--- src/rtl/irqc_pkg.sv ---
`timescale 1ns/1ps
package irqc_pkg;
  localparam int LINES_DEF = 8;
  localparam int VECW_DEF  = 8;

  typedef enum logic [1:0] {
    SEL_MASK = 2'd0,
    SEL_BASE = 2'd1,
    SEL_MODE = 2'd2,
    SEL_EOI  = 2'd3
  } reg_sel_e;
endpackage

--- src/rtl/irqc_line.sv ---
`timescale 1ns/1ps
// One request line: edge latch or level follower, or a plain pass-through
// for a line fed by a cascaded unit.
module irqc_line #(
  parameter bit PASS = 1'b0
) (
  input  logic clk,
  input  logic rst_n,
  input  logic src,
  input  logic level_mode,
  input  logic take,
  output logic pend
);
  generate
    if (PASS) begin : g_pass
      logic unused_pass;
      assign pend        = src;
      assign unused_pass = ^{clk, rst_n, level_mode, take};
    end else begin : g_latch
      logic prev_q;
      logic pend_q;
      always_ff @(posedge clk or negedge rst_n) begin
        if (!rst_n) begin
          prev_q <= 1'b0;
          pend_q <= 1'b0;
        end else begin
          prev_q <= src;
          if (level_mode) pend_q <= src & ~take;
          else            pend_q <= (src & ~prev_q) | (pend_q & ~take);
        end
      end
      assign pend = pend_q;
    end
  endgenerate
endmodule

--- src/rtl/irqc_resolve.sv ---
`timescale 1ns/1ps
// Fixed-priority pick: lowest index wins, and in-service lines block
// themselves and everything below them.
module irqc_resolve #(
  parameter int LINES = 8
) (
  input  logic [LINES-1:0]         cand,
  input  logic [LINES-1:0]         isr,
  output logic                     req,
  output logic [$clog2(LINES)-1:0] win,
  output logic [LINES-1:0]         top_isr
);
  localparam int IDXW = $clog2(LINES);
  logic blocked;
  logic found_isr;

  always_comb begin
    req     = 1'b0;
    win     = '0;
    blocked = 1'b0;
    for (int i = 0; i < LINES; i++) begin
      blocked = blocked | isr[i];
      if (!req && cand[i] && !blocked) begin
        req = 1'b1;
        win = IDXW'(i);
      end
    end
  end

  always_comb begin
    top_isr   = '0;
    found_isr = 1'b0;
    for (int i = 0; i < LINES; i++) begin
      if (!found_isr && isr[i]) begin
        found_isr  = 1'b1;
        top_isr[i] = 1'b1;
      end
    end
  end
endmodule

--- src/rtl/irqc_unit.sv ---
`timescale 1ns/1ps
// One eight-line controller unit with mask, mode, base and in-service state.
module irqc_unit
  import irqc_pkg::*;
#(
  parameter int               LINES     = LINES_DEF,
  parameter int               VECW      = VECW_DEF,
  parameter logic [LINES-1:0] PASS_MASK = '0
) (
  input  logic                     clk,
  input  logic                     rst_n,
  input  logic [LINES-1:0]         src,
  input  logic                     take_en,
  input  logic                     wr_en,
  input  reg_sel_e                 wr_sel,
  input  logic [VECW-1:0]          wr_data,
  output logic                     req,
  output logic [$clog2(LINES)-1:0] win,
  output logic [VECW-1:0]          vec
);
  localparam int IDXW  = $clog2(LINES);
  localparam int BASEW = VECW - IDXW;

  logic [LINES-1:0] mask_q, mode_q, isr_q;
  logic [BASEW-1:0] base_q;
  logic [LINES-1:0] pend, take, cand, top_isr, eoi_clr;

  assign take = take_en ? (LINES'(1) << win) : '0;

  generate
    for (genvar g = 0; g < LINES; g++) begin : g_line
      irqc_line #(.PASS(PASS_MASK[g])) u_line (
        .clk        (clk),
        .rst_n      (rst_n),
        .src        (src[g]),
        .level_mode (mode_q[g]),
        .take       (take[g]),
        .pend       (pend[g])
      );
    end
  endgenerate

  assign cand = pend & ~mask_q;

  irqc_resolve #(.LINES(LINES)) u_resolve (
    .cand    (cand),
    .isr     (isr_q),
    .req     (req),
    .win     (win),
    .top_isr (top_isr)
  );

  assign eoi_clr = (wr_en && wr_sel == SEL_EOI) ? top_isr : '0;

  always_ff @(posedge clk or negedge rst_n) begin
    if (!rst_n) begin
      mask_q <= '1;
      mode_q <= '0;
      base_q <= '0;
      isr_q  <= '0;
    end else begin
      isr_q <= (isr_q & ~eoi_clr) | take;
      if (wr_en) begin
        case (wr_sel)
          SEL_MASK: mask_q <= wr_data[LINES-1:0];
          SEL_BASE: base_q <= wr_data[VECW-1:IDXW];
          SEL_MODE: mode_q <= wr_data[LINES-1:0];
          default:  ;
        endcase
      end
    end
  end

  assign vec = {base_q, win};
endmodule

--- src/rtl/irqc_cascade.sv ---
`timescale 1ns/1ps
// Primary and secondary units; the secondary feeds primary line CASC_LINE.
module irqc_cascade
  import irqc_pkg::*;
#(
  parameter int LINES     = LINES_DEF,
  parameter int VECW      = VECW_DEF,
  parameter int CASC_LINE = 2
) (
  input  logic               clk,
  input  logic               rst_n,
  input  logic [2*LINES-1:0] irq_in,
  input  logic               cpu_ie,
  input  logic               int_ack,
  output logic               int_req,
  output logic               vec_valid,
  output logic [VECW-1:0]    vec,
  input  logic               wr_en,
  input  logic               wr_unit,
  input  logic [1:0]         wr_sel,
  input  logic [VECW-1:0]    wr_data
);
  localparam int               IDXW     = $clog2(LINES);
  localparam logic [IDXW-1:0]  CASC_IDX = IDXW'(CASC_LINE);
  localparam logic [LINES-1:0] CASC_BIT = LINES'(1) << CASC_LINE;

  logic [LINES-1:0] pri_src;
  logic             pri_req, sec_req, accept, via_sec;
  logic [IDXW-1:0]  pri_win, sec_win;
  logic [VECW-1:0]  pri_vec, sec_vec;
  reg_sel_e         sel;
  logic             unused_casc_pin;
  logic             unused_sec_win;

  assign sel             = reg_sel_e'(wr_sel);
  assign unused_casc_pin = irq_in[CASC_LINE];
  assign unused_sec_win  = ^sec_win;

  always_comb begin
    pri_src            = irq_in[LINES-1:0];
    pri_src[CASC_LINE] = sec_req;
  end

  assign accept  = int_ack & cpu_ie & pri_req;
  assign via_sec = pri_win == CASC_IDX;

  irqc_unit #(.LINES(LINES), .VECW(VECW), .PASS_MASK(CASC_BIT)) u_pri (
    .clk     (clk),
    .rst_n   (rst_n),
    .src     (pri_src),
    .take_en (accept),
    .wr_en   (wr_en & ~wr_unit),
    .wr_sel  (sel),
    .wr_data (wr_data),
    .req     (pri_req),
    .win     (pri_win),
    .vec     (pri_vec)
  );

  irqc_unit #(.LINES(LINES), .VECW(VECW), .PASS_MASK('0)) u_sec (
    .clk     (clk),
    .rst_n   (rst_n),
    .src     (irq_in[2*LINES-1:LINES]),
    .take_en (accept & via_sec),
    .wr_en   (wr_en & wr_unit),
    .wr_sel  (sel),
    .wr_data (wr_data),
    .req     (sec_req),
    .win     (sec_win),
    .vec     (sec_vec)
  );

  always_ff @(posedge clk or negedge rst_n) begin
    if (!rst_n) begin
      vec_valid <= 1'b0;
      vec       <= '0;
    end else begin
      vec_valid <= accept;
      if (accept) vec <= via_sec ? sec_vec : pri_vec;
    end
  end

  assign int_req = pri_req;
endmodule

--- config.mk ---
export PLATFORM = sky130hd
export DESIGN_NAME = irqc_cascade
export DESIGN_NICKNAME = d
export VERILOG_FILES = /design/src/rtl/irqc_pkg.sv /design/src/rtl/irqc_line.sv /design/src/rtl/irqc_resolve.sv /design/src/rtl/irqc_unit.sv /design/src/rtl/irqc_cascade.sv
export SDC_FILE = /design/constraint.sdc
export NUM_CORES = 1
export LEC_CHECK = 0
export ABC_CLOCK_PERIOD_IN_PS = 6200
export BUFFER_PORTS_ARGS = -buffer_cell sky130_fd_sc_hd__buf_4
export CAP_MARGIN = 10
export CORE_UTILIZATION = 60
export DETAILED_ROUTE_END_ITERATION = 8
export PLACE_DENSITY = 0.87
export SETUP_SLACK_MARGIN = 0.4
export SYNTH_ARGS = -nofsm -noshare
export SYNTH_HDL_FRONTEND = slang
export SYNTH_SLANG_ARGS = --single-unit
--- constraint.sdc ---
create_clock -name clk -period 6.2 [get_ports clk]
set_clock_uncertainty 0.15 [all_clocks]
set_input_delay 0.62 -clock clk [delete_from_list [all_inputs] [get_ports clk]]
set_output_delay 0.62 -clock clk [all_outputs]
set_load 0.01 [all_outputs]
Word-level counts from Yosys, hierarchy flattened
Cells that the tools add are included.
- equal/unequal tests: 4
- shift-type cells: 2
- muxes and demuxes: 78
- bitwise gates (word level): 120
- reduce and logical (&&, ||, !) cells: 97
- operators by type and width (cell ; number):
    two-way mux 1 bit ; 61
    bitwise AND 1 bit ; 50
    logical AND 1 bit ; 46
    zero test 1 bit ; 44
    two-way mux 8 bit ; 5
    bitwise AND 8 bit ; 4
    inverter 8 bit ; 4
    inverter 1 bit ; 31
    two-way mux 3 bit ; 10
    OR 1 bit ; 29
    OR 8 bit ; 2
    left shift 1 x 3 -> 8 bit, first input constant ; 2
    AND reduction 2 bit ; 6
    == test 2 bit, second input constant ; 2
    two-way mux 2 bit ; 2
    == test 3 x 2 -> 1 bit, second input constant ; 1
    == test 2 x 1 -> 1 bit, second input constant ; 1
    zero test 2 bit ; 1
- register bits: 97
- input port bits: 32
- output and inout bits: 10
- logic and storage cells: 341

Depth between registers and ports, before layout
- depth after elaboration: 70
- depth in mapped cells: 8
- mapped depth without buffers: 6

Hierarchy
Synthesis repeated with hierarchy kept, for this count alone.
- cell total of the unflattened synthesis: 392
- area, all modules: 4611.9 um^2
- modules (own cells, without submodules) (module ; times used ; cells each ; area each (um^2) ; seq. area each (um^2)):
    irqc_unit ; 2 ; 97 ; 1328.8 ; 735.7
    irqc_line (u_pri.g_line[0].u_line ...) ; 15 ; 5 ; 72.6 ; 50.0
    irqc_cascade ; 1 ; 50 ; 430.4 ; 225.2
    irqc_resolve ; 2 ; 36 ; 214.0 ; 0.0
    irqc_line (u_pri.g_line[2].u_line) ; 1 ; 1 ; 7.5 ; 0.0

Worst setup path before layout
Ideal clock, no wire load.
- path kind: reg-to-output
- start: reg u_sec.isr_q[3]
- end: out int_req
- arrival time: 1.786 ns
- data required time: 5.430 ns
- slack: 3.644 ns
- stages on the path, launching flop included: 6
- path buffers: 1
- cell sequence: dfrtp_1 -> or4_1 -> buf_2 -> a311o_4 -> a31o_4 -> nand4_1
- word-level cells in the longest chain between the ends: 44
- elaborated cells between the ends (all ways): 52
- classes of those cells: mux (11); bitwise (6); reduce/logical (35)
- ends and longest elaborated chain (what ; line ; source):
    from (decl) ; irqc_unit.sv:24 ; logic [LINES-1:0] mask_q, mode_q, isr_q;
    from (signal assigned) ; irqc_unit.sv:62 ; isr_q <= (isr_q & ~eoi_clr) | take;
    OR 1 bit * ; irqc_resolve.sv:22 ; blocked = blocked | isr[i];
    zero test 1 bit ; irqc_resolve.sv:23 ; if (!req && cand[i] && !blocked) begin
    logical AND 1 bit ; irqc_resolve.sv:23 ;
    two-way mux 1 bit ; irqc_resolve.sv:23 ;
    zero test 1 bit ; irqc_resolve.sv:23 ;
    logical AND 1 bit (2 in a row) ; irqc_resolve.sv:23 ;
    two-way mux 1 bit ; irqc_resolve.sv:23 ;
    zero test 1 bit ; irqc_resolve.sv:23 ;
    [... 24 more ...] ; - ;
    logical AND 1 bit (2 in a row) ; irqc_resolve.sv:23 ;
    two-way mux 1 bit * ; irqc_resolve.sv:23 ;
    zero test 1 bit ; irqc_resolve.sv:23 ;
    logical AND 1 bit (2 in a row) ; irqc_resolve.sv:23 ;
    two-way mux 1 bit * ; irqc_resolve.sv:23 ;
    zero test 1 bit ; irqc_resolve.sv:23 ;
    logical AND 1 bit (2 in a row) ; irqc_resolve.sv:23 ;
    two-way mux 1 bit * ; irqc_resolve.sv:23 ;
    to (decl) ; irqc_cascade.sv:15 ; output logic int_req,
Every way passes the cells marked *; elsewhere a longest branch is shown, timed or not.

Worst setup path after layout
Ends and elaborated chain as after synthesis.

==> impl_metrics.tcl <==
set metrics [dict create \
    ys_ff_latch 96 \
    postSynth.asyncResetShare_pct 100 \
    cp_slowest_cell "or4_1" \
    avgSynthCellArea_um2 11.4 \
    cts_tree "yes" \
    cp-end-kind "output pin" \
    start_util_pct 61.8 \
    violations "DRC" \
    r2r_start "u_sec.isr_q[3]$_DFF_PN0_" \
    fin_area_um2 5100 \
    post-cts-setup-buffers 0 \
    drtAntennaViolNets 0 \
    placed_cell_area_um2 4900 \
    fin_tns_setup_ns 0 \
    synth.cell_area_um2 4480 \
    setup.worst_path.start "u_sec.isr_q[3]$_DFF_PN0_" \
    nets 475 \
    p_leak_uw 0.00220 \
    holdBufCountCts 0 \
    cp-start-kind "flop" \
    die_area_um2 7820 \
    cp.required_ns 5.43 \
    hpwl_mm 7.40 \
    gp_congestion 0.910 \
    p_per_area_nw_per_um2 426 \
    firstDrtPassIters 7 \
    fmax_mhz 309 \
    maxSlewViolCount 0 \
    die_y_um 88.4 \
    grt_pass1_vias 3310 \
    min_period_ns 3.24 \
    max_slew_margin_pct 36.6 \
    overflow 0 \
    synth.distinct_cells 59 \
    setup_viol 0 \
    synth-edff-count 0 \
    synth_ff_type "dfrtp_1" \
    drt_iter0_markers 294 \
    slowest_delay_ns 0.71 \
    rsz0062_at_grt "false" \
    area_delta_synth_final_pct 13.8 \
    crit_arrival_ns 2.47 \
    hold_violations 0 \
    dpl_worst_slack_ns 3.31 \
    num_rows 31 \
    critPathBufInv 1 \
    numPortBuffers 40 \
    synthTopCellsByArea "dfrtp_1, mux2_2, dfstp_2, o21ai_0, nand2_1" \
    status "complete, but fails checks" \
    clockBufferDepth 2 \
    vdd_drop_max_mv 0.231 \
    cap_viol_max_count 0 \
    cts_root_buffer "clkbuf_8" \
    synth_top_area_share_pct 44.7 \
    cp_max_fo 7 \
    worst_pin_slew_ns 0.949 \
    r2r_slack_ns 3.21 \
    drive_gt1_share_pct 30.6 \
    num_antenna_cells 0 \
    core_area_um2 7250 \
    cp_top_family "simple AND/OR/NAND/NOR gates" \
    antenna_found_initial 0 \
    drt_wl_total_mm 10.2 \
    post_cts_resized 0 \
    timing_worst_setup_path_type "reg -> out" \
    cp_cell_sequence "or4_1, a311o_4, a31o_4, nand4_1, buf_4" \
    rr_endpoint "u_pri.g_line[4].u_line.pend$_DFF_PN0_" \
    cts_max_level 3 \
    grt_pass1_wl_mm 16.4 \
    reg2regPathDepth 6 \
    track_usage_pct 28.6 \
    fp.dieW_um 88.4 \
    path_clk_slew_ns 0.10 \
    fin_ws_ns 2.96 \
    finalCritPeriodShare_pct 52.2 \
    post_drt_wl_per_cell_um 18.7 \
    io-pin-count 42 \
    yosysWarnings 0 \
    syn-num-nets 426 \
    clkLatencyLatePin_ns 0.38 \
    grt_max_degree 56 \
    vias 3437 \
    vias_per_cell 6.28 \
    numCtsBuffers 9 \
    yosysTopAreaCell "dfrtp_1" \
    syn_inst 394 \
    hold_path_class "in -> async" \
    clock_sinks 96 \
    ys_seq_area_share_pct 54.0 \
    utilization_pct 70.3 \
    drc 2 \
]
## synth_stat cells, types with 2 or more instances
| master | number |
|---|---|
| dfstp_2 | 16 |
| nor3b_1 | 6 |
| mux2i_1 | 6 |
| and2_1 | 5 |
| a22o_1 | 2 |
| a21oi_1 | 7 |
| o41ai_1 | 2 |
| nand2b_1 | 10 |
| nand2_1 | 37 |
| nor3_1 | 12 |
| or3b_2 | 3 |
| o2111ai_1 | 3 |
| a31oi_1 | 4 |
| or2_2 | 3 |
| nor2_1 | 23 |
| or3_1 | 4 |
| or4_1 | 3 |
| mux2_2 | 40 |
| inv_1 | 15 |
| a32o_1 | 4 |
| nand3_1 | 9 |
| o21ai_1 | 3 |
| a21o_1 | 5 |
| nor2b_1 | 8 |
| a41oi_1 | 3 |
| dfrtp_1 | 80 |
| o31ai_1 | 4 |
| nor4b_1 | 3 |
| and3_1 | 2 |
| clkbuf_1 | 3 |
| nand4_1 | 8 |
| nand4b_1 | 3 |
| o21ai_0 | 28 |
| a21oi_2 | 3 |
| o22ai_1 | 2 |
| buf_2 | 2 |
## worst max path at each step
stage	endpoint	slack, ns	depth (start not counted)
detailed placement	vec[1]$_DFFE_PN0P_	3.31	6
global route	int_req	2.92	5
finish	int_req	2.96	5
global placement	vec[1]$_DFFE_PN0P_	3.35	6
CTS	int_req	2.99	5
floorplan	int_req	3.64	5
## registers in the layout (all words and copies together), names as in the netlist
register,cells
u_pri.isr_q,8
u_pri.mask_q,8
u_sec.g_line.u_line.g_latch.prev_q,8
u_sec.g_line.u_line.pend,8
u_sec.isr_q,8
u_sec.mask_q,8
u_sec.mode_q,8
vec,8
u_pri.g_line.u_line.g_latch.prev_q,7
u_pri.g_line.u_line.pend,7
u_pri.mode_q,7
u_pri.base_q,5
u_sec.base_q,5
vec_valid,1
## per-stage QoR
step	hold slack, ns	cells	total power (uW)
3_5_place_dp	0.310	531	1750
5_1_grt	0.0945	547	2300
4_1_cts	0.0782	547	2160
6_report	0.0565	547	2170
3_3_place_gp	0.292	531	1710
2_1_floorplan	0.174	394	1500
## cell families (layout without fill, tap and decap cells)
kind of cell	after synthesis	count (layout)	share of synthesized area (%)
AO/OA/AOI/OAI	84	84	14.3
buffers and inverters	21	75	1.98
multiplexers	46	46	11.4
flip-flops	96	96	54.0
AND/OR/NAND/NOR	147	147	18.3
## report_power, final
part	switching [uW]	internal (uW)	total [uW]
clock network	245	167	412
logic	494	344	838
registers	127	796	924
total	866	1310	2170
## per-layer routing
layer  vias to the layer above  track usage [%]  part of all wire, %
li1                       1558                -                    -
met5                         -                0                    0
met2                       111             46.0                   49
met3                        17             6.90                  4.5
met1                      1751             38.3                   45
met4                         0             9.68                  1.5
## placed cells by master, fill, tap and decap left out, types with 2 or more instances in the layout
cell	instances
a31oi_1	4
a22o_1	2
mux2i_1	6
dfrtp_1	80
nand4_1	8
a21oi_2	3
o41ai_1	2
a41oi_1	3
nor4b_1	3
inv_1	15
nor2_1	23
and2_1	5
nor3b_1	6
inv_8	3
o31ai_1	4
o2111ai_1	3
or4_1	3
or3b_2	3
mux2_2	40
or3_1	4
buf_4	44
dfstp_2	16
nor2b_1	8
a21oi_1	7
a21o_1	5
and3_1	2
nand4b_1	3
nand2b_1	10
o22ai_1	2
nand2_1	37
o21ai_0	28
a32o_1	4
clkbuf_8	10
nor3_1	12
nand3_1	9
o21ai_1	3
or2_2	3
## layout make-up
cell class,count,area (um2)
sequential,96,2420
fill,539,2150
multi-input combinational,277,1970
timing repair buffer,44,330
clock buffer,10,138
tap,99,124
clock inverter,6,58.8
inverter,15,56.3
Note: power is estimated with default switching activity, not from simulation.
